`config.mk`:
```
export PLATFORM = sky130hd
export DESIGN_NAME = ivc_search_top
export DESIGN_NICKNAME = d
export VERILOG_FILES = /design/src/rtl/ivc_pkg.sv /design/src/rtl/ivc_cand.sv /design/src/rtl/ivc_hint.sv /design/src/rtl/ivc_seq.sv /design/src/rtl/ivc_search_top.sv
export SDC_FILE = /design/constraint.sdc
export NUM_CORES = 2
export LEC_CHECK = 0
export BUFFER_PORTS_ARGS = -buffer_cell sky130_fd_sc_hd__clkbuf_2
export CAP_MARGIN = 20
export CORE_AREA = 2 2 625 627
export DETAILED_ROUTE_END_ITERATION = 6
export DIE_AREA = 0 0 627 629
export GPL_TIMING_DRIVEN = 0
export PLACE_DENSITY = 0.38
export SYNTH_ARGS = -nofsm -noshare
export SYNTH_HDL_FRONTEND = slang
export SYNTH_SLANG_ARGS = --single-unit
```
`constraint.sdc`:
```
create_clock -name clk -period 34 [get_ports clk]
set_input_delay 1.7 -clock clk [delete_from_list [all_inputs] [get_ports clk]]
set_output_delay 1.7 -clock clk [all_outputs]
set_load 0.02 [all_outputs]
```
`src/rtl/ivc_pkg.sv`:
```
package ivc_pkg;
  typedef enum logic [1:0] {
    MD_BIT  = 2'b00,
    MD_LANE = 2'b01,
    MD_CHIP = 2'b10,
    MD_RSVD = 2'b11
  } ivc_mode_e;

  typedef enum logic [1:0] {
    ST_IDLE = 2'b00,
    ST_WAIT = 2'b01,
    ST_ADV  = 2'b10
  } ivc_state_e;
endpackage

```
`src/rtl/ivc_cand.sv`:
```
module ivc_cand #(
  parameter int LANE_W = 4,
  parameter int CHIPS  = 64,
  localparam int RB_W  = LANE_W * CHIPS,
  localparam int BLK_W = 2 * RB_W,
  localparam int CI_W  = $clog2(CHIPS),
  localparam int BI_W  = $clog2(BLK_W)
) (
  input  logic [BLK_W-1:0]  blk,
  input  logic              bit_mode,
  input  logic [BI_W-1:0]   bit_idx,
  input  logic [CI_W-1:0]   c0,
  input  logic [CI_W-1:0]   c1,
  input  logic [LANE_W-1:0] s0,
  input  logic [LANE_W-1:0] s1,
  output logic [BLK_W-1:0]  cand
);
  logic [BLK_W-1:0] bit_flip;
  logic [BLK_W-1:0] chip_flip;

  // single-bit sweep mask
  for (genvar i = 0; i < BLK_W; i++) begin : g_bit
    assign bit_flip[i] = bit_mode && (bit_idx == BI_W'(i));
  end

  // per-chip syndrome mask, one chip per read-block
  for (genvar r = 0; r < 2; r++) begin : g_rb
    for (genvar c = 0; c < CHIPS; c++) begin : g_chip
      logic sel;
      if (r == 0) begin : g_r0
        assign sel = !bit_mode && (c0 == CI_W'(c));
        assign chip_flip[r*RB_W + c*LANE_W +: LANE_W] = sel ? s0 : '0;
      end else begin : g_r1
        assign sel = !bit_mode && (c1 == CI_W'(c));
        assign chip_flip[r*RB_W + c*LANE_W +: LANE_W] = sel ? s1 : '0;
      end
    end
  end

  assign cand = blk ^ bit_flip ^ chip_flip;
endmodule

```
`src/rtl/ivc_hint.sv`:
```
module ivc_hint #(
  parameter int CHIPS = 64,
  localparam int CI_W = $clog2(CHIPS)
) (
  input  logic            clk,
  input  logic            rst_n,
  input  logic            upd,
  input  logic            act0,
  input  logic            act1,
  input  logic [CI_W-1:0] c0,
  input  logic [CI_W-1:0] c1,
  output logic [CI_W-1:0] h0,
  output logic [CI_W-1:0] h1,
  output logic            hv0,
  output logic            hv1
);
  logic en0, en1;

  assign en0 = upd && act0;
  assign en1 = upd && act1;

  always_ff @(posedge clk or negedge rst_n) begin
    if (!rst_n) begin
      h0  <= '0;
      hv0 <= 1'b0;
    end else if (en0) begin
      h0  <= c0;
      hv0 <= 1'b1;
    end
  end

  always_ff @(posedge clk or negedge rst_n) begin
    if (!rst_n) begin
      h1  <= '0;
      hv1 <= 1'b0;
    end else if (en1) begin
      h1  <= c1;
      hv1 <= 1'b1;
    end
  end
endmodule

```
`src/rtl/ivc_seq.sv`:
```
module ivc_seq
  import ivc_pkg::*;
#(
  parameter int LANE_W = 4,
  parameter int CHIPS  = 64,
  parameter int CNT_W  = 13,
  localparam int RB_W  = LANE_W * CHIPS,
  localparam int BLK_W = 2 * RB_W,
  localparam int CI_W  = $clog2(CHIPS),
  localparam int BI_W  = $clog2(BLK_W),
  localparam int IDX_W = (2*CI_W > BI_W) ? 2*CI_W : BI_W
) (
  input  logic              clk,
  input  logic              rst_n,
  input  logic              start,
  input  logic [1:0]        mode_i,
  input  logic [LANE_W-1:0] s0_i,
  input  logic [LANE_W-1:0] s1_i,
  input  logic [CNT_W-1:0]  lim_i,
  input  logic              rsp,
  input  logic              pass,
  input  logic [CI_W-1:0]   h0,
  input  logic [CI_W-1:0]   h1,
  input  logic              hv0,
  input  logic              hv1,
  output logic              accept,
  output logic              capture,
  output logic              chip_search,
  output logic              busy,
  output logic              req,
  output logic              bit_mode,
  output logic [BI_W-1:0]   bit_idx,
  output logic [CI_W-1:0]   c0,
  output logic [CI_W-1:0]   c1,
  output logic [LANE_W-1:0] s0,
  output logic [LANE_W-1:0] s1,
  output logic [CNT_W-1:0]  attempts,
  output logic              done_ok,
  output logic              done_fail
);
  localparam logic [IDX_W-1:0] LAST_BIT  = IDX_W'(BLK_W - 1);
  localparam logic [IDX_W-1:0] LAST_ONE  = IDX_W'(CHIPS - 1);
  localparam logic [IDX_W-1:0] LAST_PAIR = IDX_W'(CHIPS * CHIPS - 1);

  ivc_state_e        st_q, st_d;
  ivc_mode_e         md_q, md_d;
  logic [IDX_W-1:0]  idx_q, idx_d;
  logic              hph_q, hph_d;
  logic [CNT_W-1:0]  att_q, att_d;
  logic [CNT_W-1:0]  lim_q, lim_d;
  logic [LANE_W-1:0] s0_q, s0_d, s1_q, s1_d;
  logic              ok_d, fl_d;
  logic              ok_q, fl_q;

  logic              nz0_i, nz1_i, valid_i, hint_i;
  logic              both_q;
  logic [IDX_W-1:0]  last;
  logic              lim_hit, exhausted;
  logic [CNT_W-1:0]  att_inc;

  // start qualification
  assign nz0_i = |s0_i;
  assign nz1_i = |s1_i;

  always_comb begin
    unique case (ivc_mode_e'(mode_i))
      MD_BIT:  valid_i = 1'b1;
      MD_LANE: valid_i = (nz0_i ^ nz1_i) &&
                         ($countones(nz0_i ? s0_i : s1_i) == 1);
      MD_CHIP: valid_i = nz0_i || nz1_i;
      default: valid_i = 1'b0;
    endcase
  end

  assign hint_i = (ivc_mode_e'(mode_i) != MD_BIT) && (nz0_i || nz1_i) &&
                  (!nz0_i || hv0) && (!nz1_i || hv1);

  // candidate index decode
  assign both_q   = (|s0_q) && (|s1_q);
  assign bit_mode = (md_q == MD_BIT);
  assign bit_idx  = idx_q[BI_W-1:0];

  always_comb begin
    if (hph_q) begin
      c0 = h0;
      c1 = h1;
    end else if (both_q) begin
      c0 = idx_q[2*CI_W-1:CI_W];
      c1 = idx_q[CI_W-1:0];
    end else begin
      c0 = idx_q[CI_W-1:0];
      c1 = idx_q[CI_W-1:0];
    end
  end

  always_comb begin
    if (bit_mode)    last = LAST_BIT;
    else if (both_q) last = LAST_PAIR;
    else             last = LAST_ONE;
  end

  assign att_inc   = att_q + CNT_W'(1);
  assign lim_hit   = (lim_q != '0) && (att_inc >= lim_q);
  assign exhausted = !hph_q && (idx_q == last);

  // next state
  always_comb begin
    st_d   = st_q;
    md_d   = md_q;
    idx_d  = idx_q;
    hph_d  = hph_q;
    att_d  = att_q;
    lim_d  = lim_q;
    s0_d   = s0_q;
    s1_d   = s1_q;
    ok_d   = 1'b0;
    fl_d   = 1'b0;
    accept = 1'b0;
    capture = 1'b0;
    unique case (st_q)
      ST_IDLE: begin
        if (start) begin
          accept = 1'b1;
          md_d   = ivc_mode_e'(mode_i);
          s0_d   = s0_i;
          s1_d   = s1_i;
          lim_d  = lim_i;
          att_d  = '0;
          idx_d  = '0;
          hph_d  = hint_i;
          if (valid_i) st_d = ST_WAIT;
          else         fl_d = 1'b1;
        end
      end
      ST_WAIT: begin
        if (rsp) begin
          att_d = att_inc;
          if (pass) begin
            capture = 1'b1;
            ok_d    = 1'b1;
            st_d    = ST_IDLE;
          end else if (lim_hit || exhausted) begin
            fl_d = 1'b1;
            st_d = ST_IDLE;
          end else begin
            if (hph_q) hph_d = 1'b0;
            else       idx_d = idx_q + IDX_W'(1);
            st_d = ST_ADV;
          end
        end
      end
      ST_ADV:  st_d = ST_WAIT;
      default: st_d = ST_IDLE;
    endcase
  end

  // registers
  always_ff @(posedge clk or negedge rst_n) begin
    if (!rst_n) begin
      st_q  <= ST_IDLE;
      md_q  <= MD_BIT;
      idx_q <= '0;
      hph_q <= 1'b0;
      att_q <= '0;
      lim_q <= '0;
      s0_q  <= '0;
      s1_q  <= '0;
      ok_q  <= 1'b0;
      fl_q  <= 1'b0;
    end else begin
      st_q  <= st_d;
      md_q  <= md_d;
      idx_q <= idx_d;
      hph_q <= hph_d;
      att_q <= att_d;
      lim_q <= lim_d;
      s0_q  <= s0_d;
      s1_q  <= s1_d;
      ok_q  <= ok_d;
      fl_q  <= fl_d;
    end
  end

  assign busy        = (st_q != ST_IDLE);
  assign req         = (st_q == ST_WAIT);
  assign chip_search = !bit_mode;
  assign s0          = s0_q;
  assign s1          = s1_q;
  assign attempts    = att_q;
  assign done_ok     = ok_q;
  assign done_fail   = fl_q;
endmodule

```
`src/rtl/ivc_search_top.sv`:
```
module ivc_search_top #(
  parameter int LANE_W = 4,
  parameter int CHIPS  = 64,
  parameter int CNT_W  = 13,
  localparam int RB_W  = LANE_W * CHIPS,
  localparam int BLK_W = 2 * RB_W,
  localparam int CI_W  = $clog2(CHIPS),
  localparam int BI_W  = $clog2(BLK_W)
) (
  input  logic              clk,
  input  logic              rst_n,
  input  logic              start,
  input  logic [1:0]        mode,
  input  logic [BLK_W-1:0]  blk_in,
  input  logic [LANE_W-1:0] syn0,
  input  logic [LANE_W-1:0] syn1,
  input  logic [CNT_W-1:0]  lim,
  output logic              chk_req,
  output logic [BLK_W-1:0]  chk_blk,
  input  logic              chk_rsp,
  input  logic              chk_pass,
  output logic              busy,
  output logic              done_ok,
  output logic              done_fail,
  output logic [BLK_W-1:0]  blk_out,
  output logic [CNT_W-1:0]  attempts
);
  logic [1:0]        rst_sync;
  logic              rst_li;
  logic              accept, capture, chip_search, bit_mode;
  logic [BI_W-1:0]   bit_idx;
  logic [CI_W-1:0]   c0, c1, h0, h1;
  logic              hv0, hv1;
  logic [LANE_W-1:0] s0, s1;
  logic [BLK_W-1:0]  blk_q, cand;

  // asynchronous assert, synchronous release
  always_ff @(posedge clk or negedge rst_n) begin
    if (!rst_n) rst_sync <= 2'b00;
    else        rst_sync <= {rst_sync[0], 1'b1};
  end
  assign rst_li = rst_sync[1];

  ivc_seq #(.LANE_W(LANE_W), .CHIPS(CHIPS), .CNT_W(CNT_W)) u_seq (
    .clk(clk), .rst_n(rst_li), .start(start), .mode_i(mode),
    .s0_i(syn0), .s1_i(syn1), .lim_i(lim), .rsp(chk_rsp), .pass(chk_pass),
    .h0(h0), .h1(h1), .hv0(hv0), .hv1(hv1),
    .accept(accept), .capture(capture), .chip_search(chip_search),
    .busy(busy), .req(chk_req), .bit_mode(bit_mode), .bit_idx(bit_idx),
    .c0(c0), .c1(c1), .s0(s0), .s1(s1), .attempts(attempts),
    .done_ok(done_ok), .done_fail(done_fail)
  );

  ivc_cand #(.LANE_W(LANE_W), .CHIPS(CHIPS)) u_cand (
    .blk(blk_q), .bit_mode(bit_mode), .bit_idx(bit_idx),
    .c0(c0), .c1(c1), .s0(s0), .s1(s1), .cand(cand)
  );

  ivc_hint #(.CHIPS(CHIPS)) u_hint (
    .clk(clk), .rst_n(rst_li), .upd(capture && chip_search),
    .act0(|s0), .act1(|s1), .c0(c0), .c1(c1),
    .h0(h0), .h1(h1), .hv0(hv0), .hv1(hv1)
  );

  always_ff @(posedge clk or negedge rst_li) begin
    if (!rst_li)     blk_q <= '0;
    else if (accept) blk_q <= blk_in;
  end

  always_ff @(posedge clk or negedge rst_li) begin
    if (!rst_li)      blk_out <= '0;
    else if (capture) blk_out <= cand;
  end

  assign chk_blk = cand;
endmodule

```
# Word level (Yosys, flattened, before mapping)
# Cells that the tools add are included.
word_totals:
  regBits: 1093
  latchBits: 0
  mem_bits_rw: 0
  romBits: 0
  input_bits: 540
  output_inout_bits: 1041
  word_cells: 1518
  mem_count: 0
op_classes:
  n_addsub: 5
  multipliers: 0
  div_mod_pow: 0
  n_lt_le_gt_ge: 1
  eq_ne: 649
  shift: 0
  mux: 166
  bitwise: 3
  reduce_logical: 677
ops:
  columns: ["operator", "count"]
  rows:
  - ["$eq A9 B9 Y1 const B", 256]
  - ["$eq A9 B8 Y1 const B", 128]
  - ["$xor A512 B512 Y512", 2]
  - ["$logic_and A1 B1 Y1", 650]
  - ["$eq A9 B7 Y1 const B", 64]
  - ["$mux W4", 129]
  - ["$eq A6 B6 Y1 const B", 64]
  - ["$eq A9 B6 Y1 const B", 32]
  - ["$eq A6 B5 Y1 const B", 32]
  - ["$eq A9 B5 Y1 const B", 16]
  - ["$eq A6 B4 Y1 const B", 16]
  - ["$mux W12", 7]
  - ["$eq A9 B4 Y1 const B", 8]
  - ["$eq A6 B3 Y1 const B", 8]
  - ["$eq A9 B3 Y1 const B", 4]
  - ["$add A32 B32 Y32", 1]
  - ["$eq A32 B2 Y1 const B", 1]
  - ["$mux W13", 2]
  - ["$pmux W13 S2", 1]
  - ["$eq A6 B2 Y1 const B", 4]
  - ["$pmux W12 S2", 1]
  - ["$eq A9 B2 Y1 const B", 2]
  - ["$mux W6", 3]
  - ["$reduce_or A4 Y1", 4]
  - ["other kinds (28)", 66]

# Depth between registers and ports, before layout
logic_depth:
  word_depth: 11
  mapped_depth: 15
  mapped_depth_nobuf: 14

# Hierarchy
# From an unflattened synthesis, not the netlist that was laid out.
hier_totals:
  cells_unflattened: 4983
  hier_area_um2: 57667.8
by_module_without_submodules:
  columns: ["mod", "n_inst", "cells_per_inst", "area_each_um2"]
  rows:
  - ["ivc_search_top", 1, 2168, 38470.6]
  - ["ivc_cand", 1, 2401, 15354.7]
  - ["ivc_seq", 1, 384, 3329.4]
  - ["ivc_hint", 1, 30, 513.0]

# Least setup slack after synthesis
# No wires, ideal clock.
synth_path:
  path_kind: "reg2out"
  start: "register u_seq.s1_q[0] (netlist: u_seq.s1[0])"
  end: "output port chk_blk[110]"
  arrival_ps: 2842
  slack_ps: 29458
  stages_incl_launch_ff: 10
  path_buffers: 3
  path_cell_list: "dfrtp_1 buf_2 or4_4 buf_6 and4_4 a221o_2 nand4_1 clkbuf_1 nor2_1 xnor2_1"
synth_between:
  elab_chain_cells: 8
synth_rtl:
  columns: ["element", "line_no", "source"]
  rows:
  - ["start, declared", "ivc_seq.sv:51", "logic [LANE_W-1:0] s0_q, s0_d, s1_q, s1_d;"]
  - ["start signal, assigned", "ivc_seq.sv:167", "s1_q <= '0;"]
  - ["start signal, assigned", "ivc_seq.sv:178", "s1_q <= s1_d;"]
  - ["$reduce_or A4 Y1", "ivc_seq.sv:79", "assign both_q = (|s0_q) && (|s1_q);"]
  - ["$logic_and A1 B1 Y1", "ivc_seq.sv:79", null]
  - ["$mux W6", "ivc_seq.sv:87", "end else if (both_q) begin"]
  - ["$mux W6", "ivc_seq.sv:84", "if (hph_q) begin"]
  - ["$eq A6 B5 Y1", "ivc_cand.sv:31", "assign sel = !bit_mode && (c0 == CI_W'(c));"]
  - ["$logic_and A1 B1 Y1", "ivc_cand.sv:31", null]
  - ["$mux W4", "ivc_cand.sv:32", "assign chip_flip[r*RB_W + c*LANE_W +: LANE_W] = sel ? s0 : '0;"]
  - ["$xor A512 B512 Y512", "ivc_cand.sv:40", "assign cand = blk ^ bit_flip ^ chip_flip;"]
  - ["end, declared", "ivc_search_top.sv:19", "output logic [BLK_W-1:0] chk_blk,"]
# Every way passes these cells.

# Worst setup path after layout
layout_path:
  start: "register u_seq.s1_q[0] (netlist: u_seq.s1[0])"
  end: "output port chk_blk[191]"
layout_between:
  elab_chain_cells: 8
layout_rtl:
  columns: ["element", "line_no"]
  rows:
  - ["$reduce_or A4 Y1", "ivc_seq.sv:79"]
  - ["$logic_and A1 B1 Y1", "ivc_seq.sv:79"]
  - ["$mux W6", "ivc_seq.sv:87"]
  - ["$mux W6", "ivc_seq.sv:84"]
  - ["$eq A6 B6 Y1", "ivc_cand.sv:31"]
  - ["$logic_and A1 B1 Y1", "ivc_cand.sv:31"]
  - ["$mux W4", "ivc_cand.sv:32"]
  - ["$xor A512 B512 Y512", "ivc_cand.sv:40"]
# Every way passes these cells.

==> flow_summary.yaml <==
worst_setup_path:
  critical_path_arrival_ns: 6.26
  reg2reg_slack_ns: 28.52
  biggest_fanout_along_the_worst_timing_path: 10
  critical_path.endpoint_type: "primary output"
  timing.critical_path.required_ns: 32.30
  critPathSlowestCell: "sky130_fd_sc_hd__nor4_1"
  critical_path_class: "flip-flop to primary output"
  critical_path.max_stage_delay_ns: 1.01
  crit_path_start_kind: "flip-flop"
  worstPathCellList: "buf_2 -> nor4_1 -> o21ai_0 -> a31oi_1 -> nand3_1 -> clkbuf_1 -> nor2_1 -> xnor2_1 -> clkbuf_2"
floorplan:
  placementRows: 229
  die_width_um: 627
  chipHeight_um: 629
  total_die_area_um2: 394000
  core_um2: 388000
  num_io_pins: 1581
  starting_density_of_the_core: 0.147
global_routing:
  number_of_antenna_violations_at_the_first_check_in_global_routing: 97
  grt_first_pass_wirelength_um: 562000
  grt_pass1_vias: 52300
  groute.usage.overall: 0.218
  grt_overflow: 0
  maximum_number_of_pins_on_one_net_before_global_route_repair: 61
routing:
  drt_iter0_drc: 3614
  route.final.wire_length_um: 442000
  route.detailed.wl_per_inst_um: 33.0
  route.detailed.vias_per_inst: 3.86
  drt-pass1-iter-count: 5
  num_vias: 51700
  detail-route-antenna-nets: 0
  post-route-drc-count: 0
clock_network:
  postCtsResizedCells: 0
  worst_skew_late_latency_ns: 0.88
  post_cts_hold_buffer_count: 0
  cts-buffers-inserted: 154
  cts_max_path_buffers: 4
  tritoncts: "done"
  cts_sinks: 1093
  cts.root.buffer_cell: "sky130_fd_sc_hd__clkbuf_16"
  cts_h_tree_depth: 4
  cts_setup_buffers: 0
  clk_transition_reported_paths_ns: 0.06
sta:
  layout_worst_path_cycle_share: 0.234
  unrepaired_setup_endpoints_after_global_routing: "false"
  finalSetupViolations: 0
  final_hold_viol_count: 0
  drv_slew: 0
  timing.fmax_mhz: 126
  finalWorstPathRequiredPeriod_ns: 7.96
  post_route_setup_tns_ns: 0
  clock-skew-final_ns: 0.0472
  timing_worst_slew_pin_value_ns: 1.17
  slew_headroom: 0.211
synth:
  syn-instance-count: 6175
  post-synth-top-area-cell: "sky130_fd_sc_hd__dfrtp_1"
  syn_area_per_cell_um2: 9.20
  yosysSeqAreaShare: 0.482
  synth_edf_count: 0
  synth.ff_latch_count: 1093
  yosysTopAreaCellShare: 0.482
  post_synth_instance_area_um2: 56800
  mappedNetlistNets: 6740
  ys_async_sr_fraction: 1.00
  synth_ff_type: "sky130_fd_sc_hd__dfrtp_1"
  total_of_warnings_raised_by_yosys: 0
  ys_types: 70
  synth_top_cells_by_area: "sky130_fd_sc_hd__dfrtp_1 (48%), sky130_fd_sc_hd__nand2_1 (14%), sky130_fd_sc_hd__mux2_2 (9.6%), sky130_fd_sc_hd__xnor2_1 (9.3%), sky130_fd_sc_hd__xor2_1 (6.6%)"
placement:
  numPlacedInstances: 13100
  dpl.hpwl_um: 371000
  portBuffers: 1580
  gp_congestion: 0.874
power:
  power_switching_mw: 4.24
  report.power.total_mw: 8.44
  p_leak_nw: 35.3
  pwr-share-seq: 0.277
  power_frac_clock: 0.210
  internal-power_mw: 4.21
  pwr_density_cell_nw_per_um2: 107
  comb_power_frac: 0.513
  sw_frac_of_total: 0.502
  vdd.ir_drop.worst_uv: 49.2
layout:
  final_common_cell: "sky130_fd_sc_hd__nand2_1"
  register_area_um2: 27400
  syn_to_final_growth_pct: 39.4
  layout.cells.most_common_list: "sky130_fd_sc_hd__nand2_1 (2193), sky130_fd_sc_hd__clkbuf_2 (1641), sky130_fd_sc_hd__dfrtp_1 (1092), sky130_fd_sc_hd__xnor2_1 (601), sky130_fd_sc_hd__mux2_2 (483)"
  fill_cells: 43400
  stdcell_count: 13400
  fin_nets: 8596
  drive_above_1_share: 0.322
  area_of_the_multi_input_gates_um2: 28100
job:
  max-cap-violations: 0
hold_path:
  hold_path_class: "flip-flop to asynchronous set/reset pin"
run_status:
  run_status: "complete, no violations"
[per-layer routing]
metal | share of wire | vias up | track usage | wire (um)
met4 | 0.042 | 32 | 0.0802 | 18700
met1 | 0.40 | 26000 | 0.259 | 177000
met2 | 0.50 | 1904 | 0.387 | 222000
met5 | 0.00046 | - | 0 | 203
met3 | 0.055 | 449 | 0.0407 | 24300
li1 | - | 23400 | - | -
[cell usage after synthesis, types with 7 or more instances]
library cell                  n
sky130_fd_sc_hd__nor2_1     485
sky130_fd_sc_hd__inv_1       22
sky130_fd_sc_hd__nand4_4     14
sky130_fd_sc_hd__xor2_1     429
sky130_fd_sc_hd__nand2_1   2193
sky130_fd_sc_hd__a22o_1       7
sky130_fd_sc_hd__nand2b_1    12
sky130_fd_sc_hd__o21ai_0     38
sky130_fd_sc_hd__nor3_1     169
sky130_fd_sc_hd__ha_1        24
sky130_fd_sc_hd__mux2_2     483
sky130_fd_sc_hd__nor2b_1      8
sky130_fd_sc_hd__nor2_2      20
sky130_fd_sc_hd__a31oi_1      8
sky130_fd_sc_hd__buf_1       25
sky130_fd_sc_hd__clkbuf_1   329
sky130_fd_sc_hd__buf_2       15
sky130_fd_sc_hd__a21oi_1      8
sky130_fd_sc_hd__nand3_1     67
sky130_fd_sc_hd__nor4_1       9
sky130_fd_sc_hd__and2_1      12
sky130_fd_sc_hd__xnor2_1    606
sky130_fd_sc_hd__dfrtp_1   1093
[flip-flops by register name (all words and copies together), names as in the netlist, 2 cells and up]
register	flops
u_seq.idx_q	12
u_hint.h0	6
u_seq.lim_q	13
u_seq.s1	4
u_seq.s0	4
rst_sync	2
u_hint.h1	6
u_seq.attempts	13
blk_out	512
u_seq.st_q	2
blk_q	512
u_seq.md_q	2
[critical path: cells and delay by family, from the launching register on]
kind / cells / cell delay [ns]
AOI/OAI and AO/OA: 2 / 1.21
buffers and inverters: 3 / 1.18
and+or+nand+nor: 3 / 2.22
xor gates and xnor gates: 1 / 0.38
DFF: 1 / 0.36
[power by group through the flow]
stage               Sequential (mW)  Combinational [mW]  Clock, mW
CTS                            2.34                4.43       1.82
global placement               2.39                4.31          0
finish                         2.34                4.33       1.77
global route                   2.41                4.56       1.86
detailed placement             2.35                4.42          0
floorplan                      2.61                1.89          0
[cell type report]
cell class	instances	area share
diodes	42	0.00133
plain buffers	374	0.0192
clock buffers	205	0.0552
clock inverters	71	0.0118
inverters	23	0.00109
multi-input cells	4685	0.355
flip-flops and latches	1093	0.345
well taps	5197	0.0821
repair buffers	1700	0.129
[cell families (layout without fill, tap and decap cells)]
logic type,Yosys count,after routing,synth area share
compound gates,108,108,0.0145
xor+xnor,1035,1035,0.160
fa+ha+maj,25,25,0.00564
buf+inv,397,2373,0.0270
flops,1093,1093,0.482
mux,489,489,0.0968
other cells,1,43,0.0000660
simple gates,3027,3027,0.215
[path summary, 6_finish.rpt]
check | start | endpoint | depth (start not counted)
worst max-delay path | u_seq.s1[0] | chk_blk[191] | 9
max in group asynchronous | rst_sync[1] | blk_q[247] | 6
worst min register to register | rst_sync[1] | blk_q[31] | 0
worst min-delay path | rst_sync[1] | blk_q[31] | 0
worst max register to register | u_seq.s1[0] | blk_out[191] | 9
min in group clk | rst_sync[0] | rst_sync[1] | 0
[metrics by stage]
stage / hold slack, ns / instance area [um2] / setup slack, ns / utilization
6_report: 0.194 / 79200 / 26.04 / 0.204
2_1_floorplan: 0.331 / 56800 / 1.28 / -
3_3_place_gp: 0.333 / 71200 / -19.42 / 0.184
4_1_cts: 0.206 / 79100 / 26.05 / 0.204
5_1_grt: 0.212 / 79100 / 26.01 / 0.204
3_5_place_dp: 0.200 / 73800 / 27.02 / 0.190
Note: power is estimated with default switching activity, not from simulation.
